==> src/rtl/tts_pkg.sv <==
package tts_pkg;

  // strobes from control to datapath, one cycle each
  typedef struct packed {
    logic descLoad;
    logic issueRd;
    logic idxNext;
    logic serLoad;
    logic serShift;
    logic done;
    logic underrun;
  } tts_strobe_t;

  // datapath state seen by control
  typedef struct packed {
    logic fifoFull;
    logic fifoEmpty;
    logic rdPending;
    logic lastWord;
    logic descLast;
    logic bitsOne;
    logic curEnd;
    logic curLast;
  } tts_status_t;

endpackage

==> src/rtl/tts_dpath.sv <==
module tts_dpath import tts_pkg::*; #(
  parameter int ADDRW = 16,
  parameter int LENW  = 16,
  parameter int NDESC = 4,
  parameter int DEPTH = 3,
  localparam int IDXW = $clog2(NDESC)
) (
  input  logic             clk,
  input  logic             rstN,
  input  tts_strobe_t      stb,
  input  logic             evtClr,
  input  logic [ADDRW-1:0] descAddr,
  input  logic [LENW-1:0]  descLen,
  input  logic             descLast,
  input  logic             descIntr,
  input  logic [15:0]      memRdata,
  output tts_status_t      st,
  output logic [ADDRW-1:0] memAddr,
  output logic [IDXW-1:0]  descIdx,
  output logic             shMsb,
  output logic             doneQ,
  output logic [IDXW-1:0]  doneIdxQ,
  output logic             underQ,
  output logic             txEvent
);
  localparam int WW = ADDRW - 1;
  localparam int PW = (DEPTH > 1) ? $clog2(DEPTH) : 1;
  localparam int CW = $clog2(DEPTH + 1);
  localparam int XW = 5 + IDXW;          // meta: idx,intr,last,end,lo,hi
  localparam int MW = 16 + XW;

  // descriptor walker
  logic [WW-1:0]    wAddr, wLeft;
  logic             firstW, oddStart, evenEnd, dLast, dIntr;
  logic [IDXW-1:0]  dIdx, idxQ;
  logic [ADDRW-1:0] lastByte;

  assign lastByte = descAddr + ADDRW'(descLen) - ADDRW'(1);

  always_ff @(posedge clk) begin
    if (!rstN) begin
      wAddr <= '0; wLeft <= '0; firstW <= 1'b0; oddStart <= 1'b0;
      evenEnd <= 1'b0; dLast <= 1'b0; dIntr <= 1'b0; dIdx <= '0; idxQ <= '0;
    end else begin
      if (stb.descLoad) begin
        wAddr    <= descAddr[ADDRW-1:1];
        wLeft    <= lastByte[ADDRW-1:1] - descAddr[ADDRW-1:1] + WW'(1);
        firstW   <= 1'b1;
        oddStart <= descAddr[0];
        evenEnd  <= ~lastByte[0];
        dLast    <= descLast;
        dIntr    <= descIntr;
        dIdx     <= idxQ;
      end else if (stb.issueRd) begin
        wAddr  <= wAddr + WW'(1);
        wLeft  <= wLeft - WW'(1);
        firstW <= 1'b0;
      end
      if (stb.idxNext)
        idxQ <= (idxQ == IDXW'(NDESC - 1)) ? '0 : idxQ + IDXW'(1);
    end
  end

  assign memAddr = {wAddr, 1'b0};
  assign descIdx = idxQ;

  // read issue and word FIFO
  logic          rdPending;
  logic [XW-1:0] pendMeta, issueMeta;
  logic          isEnd;
  logic [MW-1:0] fMem [DEPTH];
  logic [PW-1:0] wrPtr, rdPtr;
  logic [CW-1:0] count;
  logic [MW-1:0] head;

  assign isEnd     = (wLeft == WW'(1));
  assign issueMeta = {dIdx, dIntr, dLast, isEnd, ~(isEnd & evenEnd), ~(firstW & oddStart)};
  assign head      = fMem[rdPtr];

  function automatic logic [PW-1:0] nextPtr(input logic [PW-1:0] p);
    return (p == PW'(DEPTH - 1)) ? '0 : p + PW'(1);
  endfunction

  always_ff @(posedge clk) begin
    if (!rstN) begin
      rdPending <= 1'b0; pendMeta <= '0; wrPtr <= '0; rdPtr <= '0; count <= '0;
    end else begin
      rdPending <= stb.issueRd;
      if (stb.issueRd) pendMeta <= issueMeta;
      if (rdPending) wrPtr <= nextPtr(wrPtr);
      if (stb.serLoad) rdPtr <= nextPtr(rdPtr);
      if (rdPending && !stb.serLoad)      count <= count + CW'(1);
      else if (!rdPending && stb.serLoad) count <= count - CW'(1);
    end
  end

  always_ff @(posedge clk) begin
    if (rdPending) fMem[wrPtr] <= {pendMeta, memRdata};
  end

  // shifter
  logic [15:0]     shReg;
  logic [4:0]      bitsLeft;
  logic            curEnd, curLast, curIntr;
  logic [IDXW-1:0] curIdx;

  always_ff @(posedge clk) begin
    if (!rstN) begin
      shReg <= '1; bitsLeft <= '0; curEnd <= 1'b0; curLast <= 1'b0;
      curIntr <= 1'b0; curIdx <= '0;
    end else if (stb.serLoad) begin
      if (!head[16])      begin shReg <= {head[7:0], 8'h00}; bitsLeft <= 5'd8;  end
      else if (!head[17]) begin shReg <= head[15:0];         bitsLeft <= 5'd8;  end
      else                begin shReg <= head[15:0];         bitsLeft <= 5'd16; end
      curEnd  <= head[18];
      curLast <= head[19];
      curIntr <= head[20];
      curIdx  <= head[21 +: IDXW];
    end else if (stb.serShift) begin
      shReg    <= {shReg[14:0], 1'b1};
      bitsLeft <= bitsLeft - 5'd1;
    end
  end

  assign shMsb = shReg[15];

  // completion, underrun and event
  always_ff @(posedge clk) begin
    if (!rstN) begin
      doneQ <= 1'b0; doneIdxQ <= '0; underQ <= 1'b0; txEvent <= 1'b0;
    end else begin
      doneQ    <= stb.done;
      doneIdxQ <= curIdx;
      underQ   <= stb.underrun;
      if (stb.done && curIntr) txEvent <= 1'b1;
      else if (evtClr)         txEvent <= 1'b0;
    end
  end

  assign st.fifoFull  = (count == CW'(DEPTH));
  assign st.fifoEmpty = (count == '0);
  assign st.rdPending = rdPending;
  assign st.lastWord  = isEnd;
  assign st.descLast  = dLast;
  assign st.bitsOne   = (bitsLeft <= 5'd1);
  assign st.curEnd    = curEnd;
  assign st.curLast   = curLast;

  assert_fifo_no_overflow_R6: assert property (@(posedge clk) disable iff (!rstN)
    rdPending |-> (count < CW'(DEPTH)) || stb.serLoad);
  assert_pop_nonempty_R9: assert property (@(posedge clk) disable iff (!rstN)
    stb.serLoad |-> count != '0);
  assert_shift_has_bits_R9: assert property (@(posedge clk) disable iff (!rstN)
    stb.serShift |-> bitsLeft > 5'd1);
  assert_event_sets_R8: assert property (@(posedge clk) disable iff (!rstN)
    (stb.done && curIntr) |=> txEvent);
  assert_done_pulse_R10: assert property (@(posedge clk) disable iff (!rstN)
    doneQ |=> !doneQ);
endmodule

==> src/rtl/tts_ctrl.sv <==
module tts_ctrl import tts_pkg::*; (
  input  logic        clk,
  input  logic        rstN,
  input  logic        txEnable,
  input  logic        txClkEn,
  input  logic        ctsGo,
  input  logic        prefixFf,
  input  logic        descReady,
  input  tts_status_t st,
  output tts_strobe_t stb,
  output logic        running,
  output logic        rts
);
  typedef enum logic [1:0] {F_POLL, F_FETCH, F_HOLD} fetch_e;
  typedef enum logic [1:0] {S_IDLE, S_WAIT, S_PRE, S_RUN} ser_e;

  fetch_e     fState, fNext;
  ser_e       sState, sNext;
  logic [3:0] preCnt;
  logic       frameFetched;

  assign frameFetched = (fState == F_HOLD) && !st.rdPending;

  always_comb begin
    stb    = '0;
    fNext  = fState;
    sNext  = sState;
    unique case (fState)
      F_POLL:
        if (txEnable && txClkEn && descReady) begin
          stb.descLoad = 1'b1;
          fNext = F_FETCH;
        end
      F_FETCH:
        if (!st.rdPending && !st.fifoFull) begin
          stb.issueRd = 1'b1;
          if (st.lastWord) begin
            stb.idxNext = 1'b1;
            fNext = st.descLast ? F_HOLD : F_POLL;
          end
        end
      default:
        if (sState == S_IDLE && st.fifoEmpty && !st.rdPending) fNext = F_POLL;
    endcase
    unique case (sState)
      S_IDLE:
        if (st.fifoFull || (frameFetched && !st.fifoEmpty)) sNext = S_WAIT;
      S_WAIT:
        if (txClkEn && ctsGo) begin
          if (prefixFf) sNext = S_PRE;
          else begin stb.serLoad = 1'b1; sNext = S_RUN; end
        end
      S_PRE:
        if (txClkEn && preCnt == 4'd1) begin
          stb.serLoad = 1'b1;
          sNext = S_RUN;
        end
      default:
        if (txClkEn) begin
          if (!st.bitsOne) stb.serShift = 1'b1;
          else begin
            stb.done = st.curEnd;
            if (!st.fifoEmpty) stb.serLoad = 1'b1;
            else begin
              sNext = S_IDLE;
              stb.underrun = !(st.curEnd && st.curLast);
            end
          end
        end
    endcase
  end

  always_ff @(posedge clk) begin
    if (!rstN) begin
      fState <= F_POLL;
      sState <= S_IDLE;
      preCnt <= '0;
    end else begin
      fState <= fNext;
      sState <= sNext;
      if (sState == S_WAIT && sNext == S_PRE) preCnt <= 4'd8;
      else if (sState == S_PRE && txClkEn)    preCnt <= preCnt - 4'd1;
    end
  end

  assign running = (sState == S_RUN);
  assign rts     = (sState != S_IDLE);

  assert_poll_on_tick_R5: assert property (@(posedge clk) disable iff (!rstN)
    stb.descLoad |-> txClkEn && txEnable);
  assert_underrun_cause_R2: assert property (@(posedge clk) disable iff (!rstN)
    stb.underrun |-> st.fifoEmpty && !(st.curEnd && st.curLast));
  assert_rts_start_R6: assert property (@(posedge clk) disable iff (!rstN)
    (sState == S_WAIT && $past(sState) == S_IDLE) |->
      $past(st.fifoFull || (fState == F_HOLD && !st.rdPending)));
  assert_issue_room_R4: assert property (@(posedge clk) disable iff (!rstN)
    stb.issueRd |-> !st.fifoFull && !st.rdPending);
endmodule

==> src/rtl/tts_top.sv <==
module tts_top import tts_pkg::*; #(
  parameter int ADDRW = 16,
  parameter int LENW  = 16,
  parameter int NDESC = 4,
  parameter int DEPTH = 3
) (
  input  logic                     clk,
  input  logic                     rstN,
  input  logic                     txEnable,
  input  logic                     txClkEn,
  input  logic                     ctsGo,
  input  logic                     prefixFf,
  input  logic                     txMask,
  input  logic                     evtClr,
  output logic [$clog2(NDESC)-1:0] descIdx,
  input  logic [ADDRW-1:0]         descAddr,
  input  logic [LENW-1:0]          descLen,
  input  logic                     descReady,
  input  logic                     descLast,
  input  logic                     descIntr,
  output logic                     descDone,
  output logic [$clog2(NDESC)-1:0] descDoneIdx,
  output logic                     memRd,
  output logic [ADDRW-1:0]         memAddr,
  input  logic [15:0]              memRdata,
  output logic                     txd,
  output logic                     rts,
  output logic                     underrun,
  output logic                     txEvent,
  output logic                     irq
);
  tts_strobe_t stb;
  tts_status_t st;
  logic        running, shMsb;

  tts_ctrl u_ctrl (
    .clk(clk), .rstN(rstN), .txEnable(txEnable), .txClkEn(txClkEn),
    .ctsGo(ctsGo), .prefixFf(prefixFf), .descReady(descReady),
    .st(st), .stb(stb), .running(running), .rts(rts)
  );

  tts_dpath #(.ADDRW(ADDRW), .LENW(LENW), .NDESC(NDESC), .DEPTH(DEPTH)) u_dpath (
    .clk(clk), .rstN(rstN), .stb(stb), .evtClr(evtClr),
    .descAddr(descAddr), .descLen(descLen), .descLast(descLast), .descIntr(descIntr),
    .memRdata(memRdata), .st(st), .memAddr(memAddr), .descIdx(descIdx),
    .shMsb(shMsb), .doneQ(descDone), .doneIdxQ(descDoneIdx),
    .underQ(underrun), .txEvent(txEvent)
  );

  assign memRd = stb.issueRd;
  assign txd   = running ? shMsb : 1'b1;
  assign irq   = txEvent & txMask;
endmodule

==> config.mk <==
export PLATFORM = sky130hd
export DESIGN_NAME = tts_top
export DESIGN_NICKNAME = d
export VERILOG_FILES = /design/src/rtl/tts_pkg.sv /design/src/rtl/tts_dpath.sv /design/src/rtl/tts_ctrl.sv /design/src/rtl/tts_top.sv
export SDC_FILE = /design/constraint.sdc
export NUM_CORES = 1
export LEC_CHECK = 0
export ABC_AREA = 1
export BUFFER_PORTS_ARGS = -buffer_cell sky130_fd_sc_hd__buf_4
export CORE_MARGIN = 10
export CORE_UTILIZATION = 50
export CTS_CLUSTER_DIAMETER = 200
export DETAILED_ROUTE_END_ITERATION = 7
export GPL_TIMING_DRIVEN = 0
export PLACE_DENSITY = 0.69
export SLEW_MARGIN = 20
export SYNTH_ARGS = -nofsm -noshare
export SYNTH_HDL_FRONTEND = slang
export SYNTH_SLANG_ARGS = --single-unit
==> constraint.sdc <==
create_clock -name clk -period 4.4 [get_ports clk]
set_input_delay 0.66 -clock clk [delete_from_list [all_inputs] [get_ports clk]]
set_output_delay 0.66 -clock clk [all_outputs]
set_load 0.01 [all_outputs]
-- Yosys cells after proc, flatten, opt, wreduce, memory -nomap -nowiden
Memory sizes are Yosys's and may differ from the RTL's. A register that Yosys moved wholly into a read port is not among the register bits.
Index checks and enable logic that the tools add are counted.
- memories kept: 1
- output and inout port bits: 27
- input bits: 59
- word-level logic and storage cells: 160
- bits in writable memories: 69
- flip-flop bits (word level): 92
- bitwise gates (word level): 10
- equality and inequality tests: 15
- add/subtract/negate cells: 13
- $lt $le $gt $ge: 1
- reductions and logical operators: 35
- muxes and demuxes: 57
- memory list (memory ; depth ; width ; read ports ; clocked after memory_dff ; write ports ; RTL line ; text):
    u_dpath.fMem ; 3 ; 23 ; 1 ; 1 ; 1 ; tts_dpath.sv:71 ; logic [MW-1:0] fMem [DEPTH];
- operators with widths (kind ; count):
    15-bit 2-to-1 mux ; 4
    16-bit 2-to-1 mux ; 3
    2-bit 2-to-1 mux ; 21
    15-bit by 1-bit adder with 15-bit output, second input constant ; 2
    5-bit 2-to-1 mux ; 4
    1-bit 2-to-1 mux ; 18
    16-bit adder ; 1
    2-bit == test, second input constant ; 8
    16-bit by 1-bit subtractor with 16-bit output, second input constant ; 1
    15-bit by 1-bit == test with 1-bit output, second input constant ; 1
    1-bit logical AND ; 15
    15-bit by 1-bit subtractor with 15-bit output, second input constant ; 1
    15-bit subtractor ; 1
    4-bit 2-to-1 mux ; 3
    2-bit nonzero test ; 6
    2-bit by 1-bit adder with 2-bit output, second input constant ; 4
    1-bit inverter ; 7
    7-bit OR reduction ; 1
    2-bit logical NOT ; 3
    2-bit by 1-bit inequality test with 1-bit output, second input constant ; 3
    2-bit case mux with 3 select lines ; 1
    5-bit by 1-bit less-or-equal comparator with 1-bit output, second input constant ; 1
    1-bit logical NOT ; 5
    5-bit by 1-bit subtractor with 5-bit output, second input constant ; 1
    13 further kinds ; 16

-- Longest topological paths before layout
Gate-level depths: netlist of run 1.
- word-level depth: 9
- depth in mapped cells: 25
- gate-level depth less buffers: 25

-- Hierarchy
Synthesis of run 1 repeated with hierarchy kept, for this count alone.
- cell total of the unflattened synthesis: 1153
- area, all modules: 9095.0 um2
- by module, submodules not included (module ; instances ; area each (um2) ; sequential area each (um2) ; cells an instance):
    tts_dpath ; 1 ; 8490.6 ; 3793.6 ; 1049
    tts_ctrl ; 1 ; 589.3 ; 160.2 ; 100
    tts_top ; 1 ; 15.0 ; 0.0 ; 4

-- Worst setup path after synthesis of run 1
OpenSTA, ideal clock, no wires.
- path type: input-to-reg
- start: in descAddr[3]
- end: reg u_dpath.wLeft[10]
- required time: 4.289 ns
- arrival: 3.745 ns
- path slack: 0.545 ns
- path buffers: 0
- stages on the path: 22
- library setup time: 0.111 ns
- path through: inv_1 -> ha_1 -> inv_1 -> ha_1 -> a21oi_1 -> nand2_1 -> a21boi_0 -> o21ai_0 -> nand3_1 -> nand2_1 -> xor2_1 -> ha_1 -> ha_1 -> a21oi_1 -> nand2_1 -> inv_1 -> nand3_1 -> or2_2 -> nand3_1 -> o211ai_1 -> nand3_1 -> inv_1
- cells in the longest elaborated chain, start to end: 5
- RTL lines (what ; RTL line ; text):
    from (decl) ; tts_top.sv:16 ; input logic [ADDRW-1:0] descAddr,
    16-bit adder ; tts_dpath.sv:38 ; assign lastByte = descAddr + ADDRW'(descLen) - ADDRW'(1);
    16-bit by 1-bit subtractor with 16-bit output ; tts_dpath.sv:38 ;
    15-bit subtractor (*) ; tts_dpath.sv:47 ; wLeft <= lastByte[ADDRW-1:1] - descAddr[ADDRW-1:1] + WW'(1);
    15-bit by 1-bit adder with 15-bit output (*) ; tts_dpath.sv:47 ;
    15-bit 2-to-1 mux (*) ; tts_dpath.sv:45 ; if (stb.descLoad) begin
    to (signal assigned) ; tts_dpath.sv:47 ;
    to (signal assigned) ; tts_dpath.sv:56 ; wLeft <= wLeft - WW'(1);
    to (decl) ; tts_dpath.sv:33 ; logic [WW-1:0] wAddr, wLeft;
Mark *: on every way between the ends. The rest lies on a longest branch, timed or not.
A chain may end at the register's enable or synchronous reset.

-- Final worst setup path of run 1
Ends and elaborated chain as after synthesis.

==> results of run 1 <==
-- layer usage --
metal  track usage [%]  share of wire [%]  wire length (um)  vias to the layer above
li1                  -                  -                 -                     3957
met1              26.0                 47             10700                     3612
met2              29.7                 45             10200                      235
met3              4.08                7.4              1690                       13
met4              4.45               0.78               177                        0
met5                 0                  0                 0                        -
-- state kept, by name (all words and copies together), names as in the netlist, 2 cells and up, named ones only --
signal            count
u_ctrl.fState         2
u_ctrl.preCnt         4
u_ctrl.sState         2
u_dpath.bitsLeft      5
u_dpath.count         2
u_dpath.curIdx        2
u_dpath.dIdx          2
u_dpath.descIdx       2
u_dpath.doneIdxQ      2
u_dpath.fMem         69
u_dpath.pendMeta      7
u_dpath.rdPtr         2
u_dpath.shReg        16
u_dpath.wAddr        15
u_dpath.wLeft        15
u_dpath.wrPtr         2
-- through the flow --
stage | worst slack (ns) | utilization [%]
6_report | 0.352 | 59.7
5_1_grt | 0.0126 | 59.7
4_1_cts | 0.374 | 59.7
3_5_place_dp | -0.0690 | 56.2
3_3_place_gp | -0.0794 | 55.8
2_1_floorplan | 0.545 | -
-- worst paths after layout --
path / slack [ns] / cells after the start / from / to
hold reg to reg: 0.44 / 1 / u_dpath.curLast / u_dpath.underQ
hold / removal: 0.41 / 1 / memRdata[2] / u_dpath.fMem[2][2]
setup reg to reg: 2.21 / 13 / u_dpath.bitsLeft[1] / u_dpath.count[1]
setup / recovery: 0.35 / 23 / descAddr[3] / u_dpath.wLeft[10]
-- worst max-delay path: stages --
cell and delay, ns:
buf_4 0.08, inv_1 0.07, ha_1 0.29, inv_1 0.04, ha_1 0.34, a21oi_1 0.14
nand2_1 0.12, a21boi_0 0.39, o21ai_0 0.20, nand3_1 0.10, nand2_1 0.06, xor2_1 0.15
ha_1 0.28, ha_1 0.36, a21oi_1 0.20, nand2_1 0.10, inv_1 0.06, nand3_1 0.10
or2_2 0.28, nand3_1 0.12, o211ai_1 0.10, nand3_1 0.08, inv_1 0.04
-- cell usage in the layout (no fill, tap or decap), types with 59 or more instances in the layout --
cell type | netlist | layout
ha_1 | 65 | 65
edfxtp_1 | 69 | 69
a21oi_1 | 67 | 67
buf_4 | 3 | 92
nor2_1 | 102 | 101
o21ai_0 | 59 | 59
inv_1 | 158 | 158
nand3_1 | 65 | 65
dfxtp_1 | 94 | 94
nand2_1 | 211 | 211
-- cell type report --
cell class                 instances  area (um2)  share of cell area (%)
multi-input combinational        749        4330                    40.4
sequential                       163        3950                    36.9
timing repair buffer              90         688                    6.42
inverter                         171         649                    6.06
clock buffer                      17         425                    3.97
tap                              229         287                    2.67
clock inverter                    15         193                    1.80
buffer                            34         188                    1.75
-- power by group through the flow --
| stage | Clock [mW] | Sequential (mW) | Combinational [mW] |
|---|---|---|---|
| after floorplan | 0 | 1.67 | 0.744 |
| after global placement | 0 | 1.67 | 0.999 |
| after detailed placement | 0 | 1.67 | 1.00 |
| after CTS | 1.54 | 1.64 | 1.01 |
| after global routing | 1.62 | 1.64 | 1.16 |
| final | 1.53 | 1.64 | 1.02 |
-- cell families (layout without fill, tap and decap cells) --
kind of cell | Yosys count | after routing
AO/OA/AOI/OAI | 210 | 210
adder cells (fa/ha/maj) | 67 | 67
XOR/XNOR | 31 | 31
other | 1 | 1
flip-flops | 163 | 163
AND/OR/NAND/NOR | 440 | 440
buffers and inverters | 205 | 327
==> metrics.txt, run 1 <==
chip height=155 um; startpoint type of the worst setup path=input port; Synth Area in Adders=9.37%; Ant. Diodes=0; vias in the first global route=approximately 7,400; number of synthesized flops with an enable pin=roughly 70; core area=18,000 um2; Worst Path Max Fanout=4; Worst Path Arrival=around 4.4 ns; mux cell area share after synthesis=0%; Sw Share=32.3%; CTS Sinks=about 160; minimum clock period=4.05 ns; largest net degree at the start of global routing=23; # hold bufs at CTS=0; Synth top cells by count=nand2_1 (211), inv_1 (158), nor2_1 (102); power share of the combinational group=24.3%; Max Slew Vio Count=0; Root Driver=clkbuf_16; HP Class=in2reg; cts repair resizes=0; Synth area leader=edfxtp_1; Via Count=7,817; Post-Syn Nets=1,243; residual DRC count=0; CTS HTree Levels=4; Synth Area in XOR/XNOR=2.98%; global-route wire length before repair=roughly 37,000 um; largest family of logic cells by synthesized area=simple AND/OR/NAND/NOR gates; maximum vdd drop=around 0.28 mV; unrepaired setup endpoints after global routing=no; DR WL/cell=15.5 um; Net Sw Power=1.35 mW; CTS tree=built; status=complete, no violations; post-synthesis instance total=approximately 1,100; Synth warnings=0; max cap viols=0; hold_ws=0.413 ns; Worst EP required=4.73 ns; Post-DP HPWL=around 17,000 um; clock group share of total power=36.5%; count leader, synth=nand2_1; Synth Cell Area=9110 um2; Final setup violation count=0; P_leak=around 4.8 nW; period utilization=92.0%; Hold Vio Cnt, Final=0; Simple-Gate Fraction of Synth Area=21.3%; Max Clock Freq=247 MHz; Power, Total=between 4 and 5 mW; Slew headroom=47.4%; nets@finish=roughly 1,400; post-route ant nets=0; clk buf depth=2; final WL=22,800 um; worst skew pair latency=0.43 ns; GPL Wtd Cong=0.929; layout cells sized above 1=roughly 15%; total grt overflow=0; Yosys top cell area share=around 23%; Worst Skew=0.0103 ns; Finished Layout Cells=1,468; Main synth FF type=dfxtp_1; CP endpoint kind=register; post-synthesis compound-gate area fraction=13.7%; die area=24,000 um2; setup TNS=0 ns; pwr/cell area=between 300 and 400 nW/um2; Avg Inst Size Synth=8.15 um2; Pre-antenna DRT Iters=5; All-Layer GR Usage=between 10% and 20%; Seq pwr share=39.2%; Via density=5.32; Die Wd=155 um; area added between synthesis and finish=17.7%; 1st-iter DRT viols=~560; clock transition at the registers of the reported paths=0.07 ns; Placed Area=about 10,000 um2; post-CTS setup buffer count=0; Initial Util=50.7%; initial antenna violation count=0; io pins=86; count of input and output buffers=84; Synth Register Bits=~160; Area contributors post-synth=edfxtp_1 (23%), dfxtp_1 (21%), ha_1 (8.9%); FILL cells=1,627; Int Power=2.83 mW; CTS Buf Count=17; final instance area=10,700 um2; Worst-Margin Slew=just under 0.8 ns; Distinct cells, synth=55; placed cells=1,436; row count=49; post-synthesis sequential area ratio=43.4%; Setup CP Type=in2reg; post-synthesis async set-or-reset flop share=0%
Note: power is estimated with default switching activity, not from simulation.
==> run 2, diff against run 1 <==
--- a/config.mk
+++ b/config.mk
@@ -9,6 +9,7 @@
 export BUFFER_PORTS_ARGS = -buffer_cell sky130_fd_sc_hd__buf_4
 export CORE_MARGIN = 10
 export CORE_UTILIZATION = 50
+export CTS_BUF_LIST = sky130_fd_sc_hd__clkbuf_8
 export CTS_CLUSTER_DIAMETER = 200
 export DETAILED_ROUTE_END_ITERATION = 7
 export GPL_TIMING_DRIVEN = 0
==> run 2 against run 1 <==
  * Worst hold slack lost 0.036 ns
  * Largest power group unchanged
  * Power shrank 9.1%
  * Cell area shrank 1.8%
  * Sequential share of layout area grew 0.67 points
  * Non-clock buffer count is the same
  * Largest cell class unchanged
  * Combinational power is essentially flat
  * Die area is the same
==> metrics.txt, run 2 (synthesis gave the netlist of run 1 again) <==
layout cells sized above 1=15.5% (unchanged); CTS HTree Levels=4 (unchanged); startpoint type of the worst setup path=input port (unchanged); post-CTS setup buffer count=0 (unchanged); Ant. Diodes=0 (unchanged); Via Count=7,767 (was 7,817); post-route ant nets=0 (unchanged); global-route wire length before repair=36,700 um (was 37,100 um); r2r setup slk=2.22 ns (was 2.21 ns); status=complete, no violations (unchanged); Worst EP required=4.77 ns (was 4.73 ns); vias in the first global route=7,323 (was 7,367); CP top delay family=adder cells (unchanged); Final setup violation count=0 (unchanged); worst skew pair latency=0.47 ns (was 0.43 ns); CTS Sinks=163 (unchanged); Worst Path Max Fanout=4 (unchanged); chip height=155 um (unchanged); DR WL/cell=15.4 um (was 15.5 um); Worst Skew=0.0112 ns (was 0.0103 ns); CP peak stage delay=0.39 ns (about the same); minimum clock period=4.00 ns (was 4.05 ns); unrepaired setup endpoints after global routing=no (unchanged); CTS tree=built (unchanged); CTS Buf Count=17 (unchanged); initial antenna violation count=0 (unchanged); GPL Wtd Cong=0.929 (unchanged); HP Class=in2reg (unchanged); Setup CP Type=in2reg (unchanged); Max Slew Vio Count=0 (unchanged); 1st-iter DRT viols=548 (was 562); nets@finish=1,352 (unchanged); clock transition at the registers of the reported paths=0.10 ns (was 0.07 ns); pwr/cell area=361 nW/um2 (was 390 nW/um2); buffers and inverters on the worst path=5 (unchanged); core area=18,000 um2 (unchanged); Root Driver=clkbuf_8 (was clkbuf_16); Hold Crit Depth=1 (unchanged); Pre-antenna DRT Iters=5 (unchanged); slowest CP cell=a21boi_0 (unchanged); Hold Vio Cnt, Final=0 (unchanged); clk buf depth=2 (unchanged); # hold bufs at CTS=0 (unchanged); Slew headroom=46.0% (was 47.4%); max FFs per register=69 (unchanged); CP cell instances=buf_4 > inv_1 > ha_1 > inv_1 > ha_1 > a21oi_1 > nand2_1 > a21boi_0 > o21ai_0 > nand3_1 > nand2_1 > xor2_1 > ha_1 > ha_1 > a21oi_1 > nand2_1 > inv_1 > nand3_1 > or2_2 > nand3_1 > o211ai_1 > nand3_1 > inv_1 (unchanged); area added between synthesis and finish=15.6% (was 17.7%); largest net degree at the start of global routing=23 (unchanged); maximum vdd drop=0.194 mV (was 0.276 mV); r2r worst-path depth=13 (unchanged); io pins=86 (unchanged); cts repair resizes=0 (unchanged); residual DRC count=0 (unchanged); P_leak=4.71 nW (was 4.80 nW); WP depth=23 (unchanged); Initial Util=50.7% (unchanged); Via density=5.29 (was 5.32); All-Layer GR Usage=18.7% (was 18.9%); Die Wd=155 um (unchanged); die area=24,000 um2 (unchanged); Max Clock Freq=250 MHz (was 247 MHz); most frequent cells in the layout=nand2_1 (211), inv_1 (158), nor2_1 (101) (unchanged); count of input and output buffers=84 (unchanged); Worst-Margin Slew=0.811 ns (was 0.789 ns); total grt overflow=0 (unchanged); Biggest register=u_dpath.fMem (unchanged); Worst Path Arrival=4.37 ns (was 4.38 ns); Post-DP HPWL=17,200 um (unchanged); CP endpoint kind=register (unchanged); setup TNS=0 ns (unchanged); final WL=22,600 um (was 22,800 um); hold_ws=0.376 ns (was 0.413 ns); Largest regs=u_dpath.fMem (69), u_dpath.shReg (16) (unchanged); max cap viols=0 (unchanged); period utilization=90.9% (was 92.0%); most common cell after layout, fill and taps aside=nand2_1 (unchanged); row count=49 (unchanged)
run 2: changes by cell type in the layout (fill, tap and decap cells not counted):
cell       change
clkbuf_16     -17
clkbuf_8      +17
run 2: final cells by class:
cell class              count  area, um2
repair buffers             90        688
clock buffers              17        234
inverters                 171        649
well taps                 229        287
clock inverters            15        193
multi-input cells         749       4330
plain buffers              34        188
flip-flops and latches    163       3950
fillers                  1658       7440
run 2: through the flow:
stage | worst slack, ns | instances | total power [mW] | area, um2 | utilization (%)
CTS | 0.425 | 1468 | 3.81 | 10500 | 58.6
global placement | -0.0794 | 1430 | 2.67 | 10000 | 55.8
finish | 0.399 | 1468 | 3.80 | 10500 | 58.6
detailed placement | -0.0690 | 1436 | 2.67 | 10100 | 56.2
floorplan | 0.545 | 1117 | 2.41 | 9110 | -
global route | 0.0560 | 1468 | 4.03 | 10500 | 58.6
run 2: path summary, 6_finish.rpt:
check | start | endpoint
setup / recovery | descAddr[3] | u_dpath.wLeft[10]
hold / removal | memRdata[2] | u_dpath.fMem[2][2]
setup reg to reg | u_dpath.bitsLeft[1] | u_dpath.count[1]
hold reg to reg | u_dpath.curLast | u_dpath.underQ
run 2: power by group:
group	switching, mW	internal (mW)
clock network	0.655	0.494
logic	0.617	0.399
registers	0.0302	1.61
total	1.30	2.50
run 2: per-layer routing:
metal | share of wire, % | up-vias | track usage (%)
met5 | 0 | - | 0
met4 | 0.80 | 0 | 4.32
met3 | 6.4 | 14 | 3.97
met2 | 45 | 205 | 29.2
met1 | 48 | 3602 | 25.9
li1 | - | 3946 | -
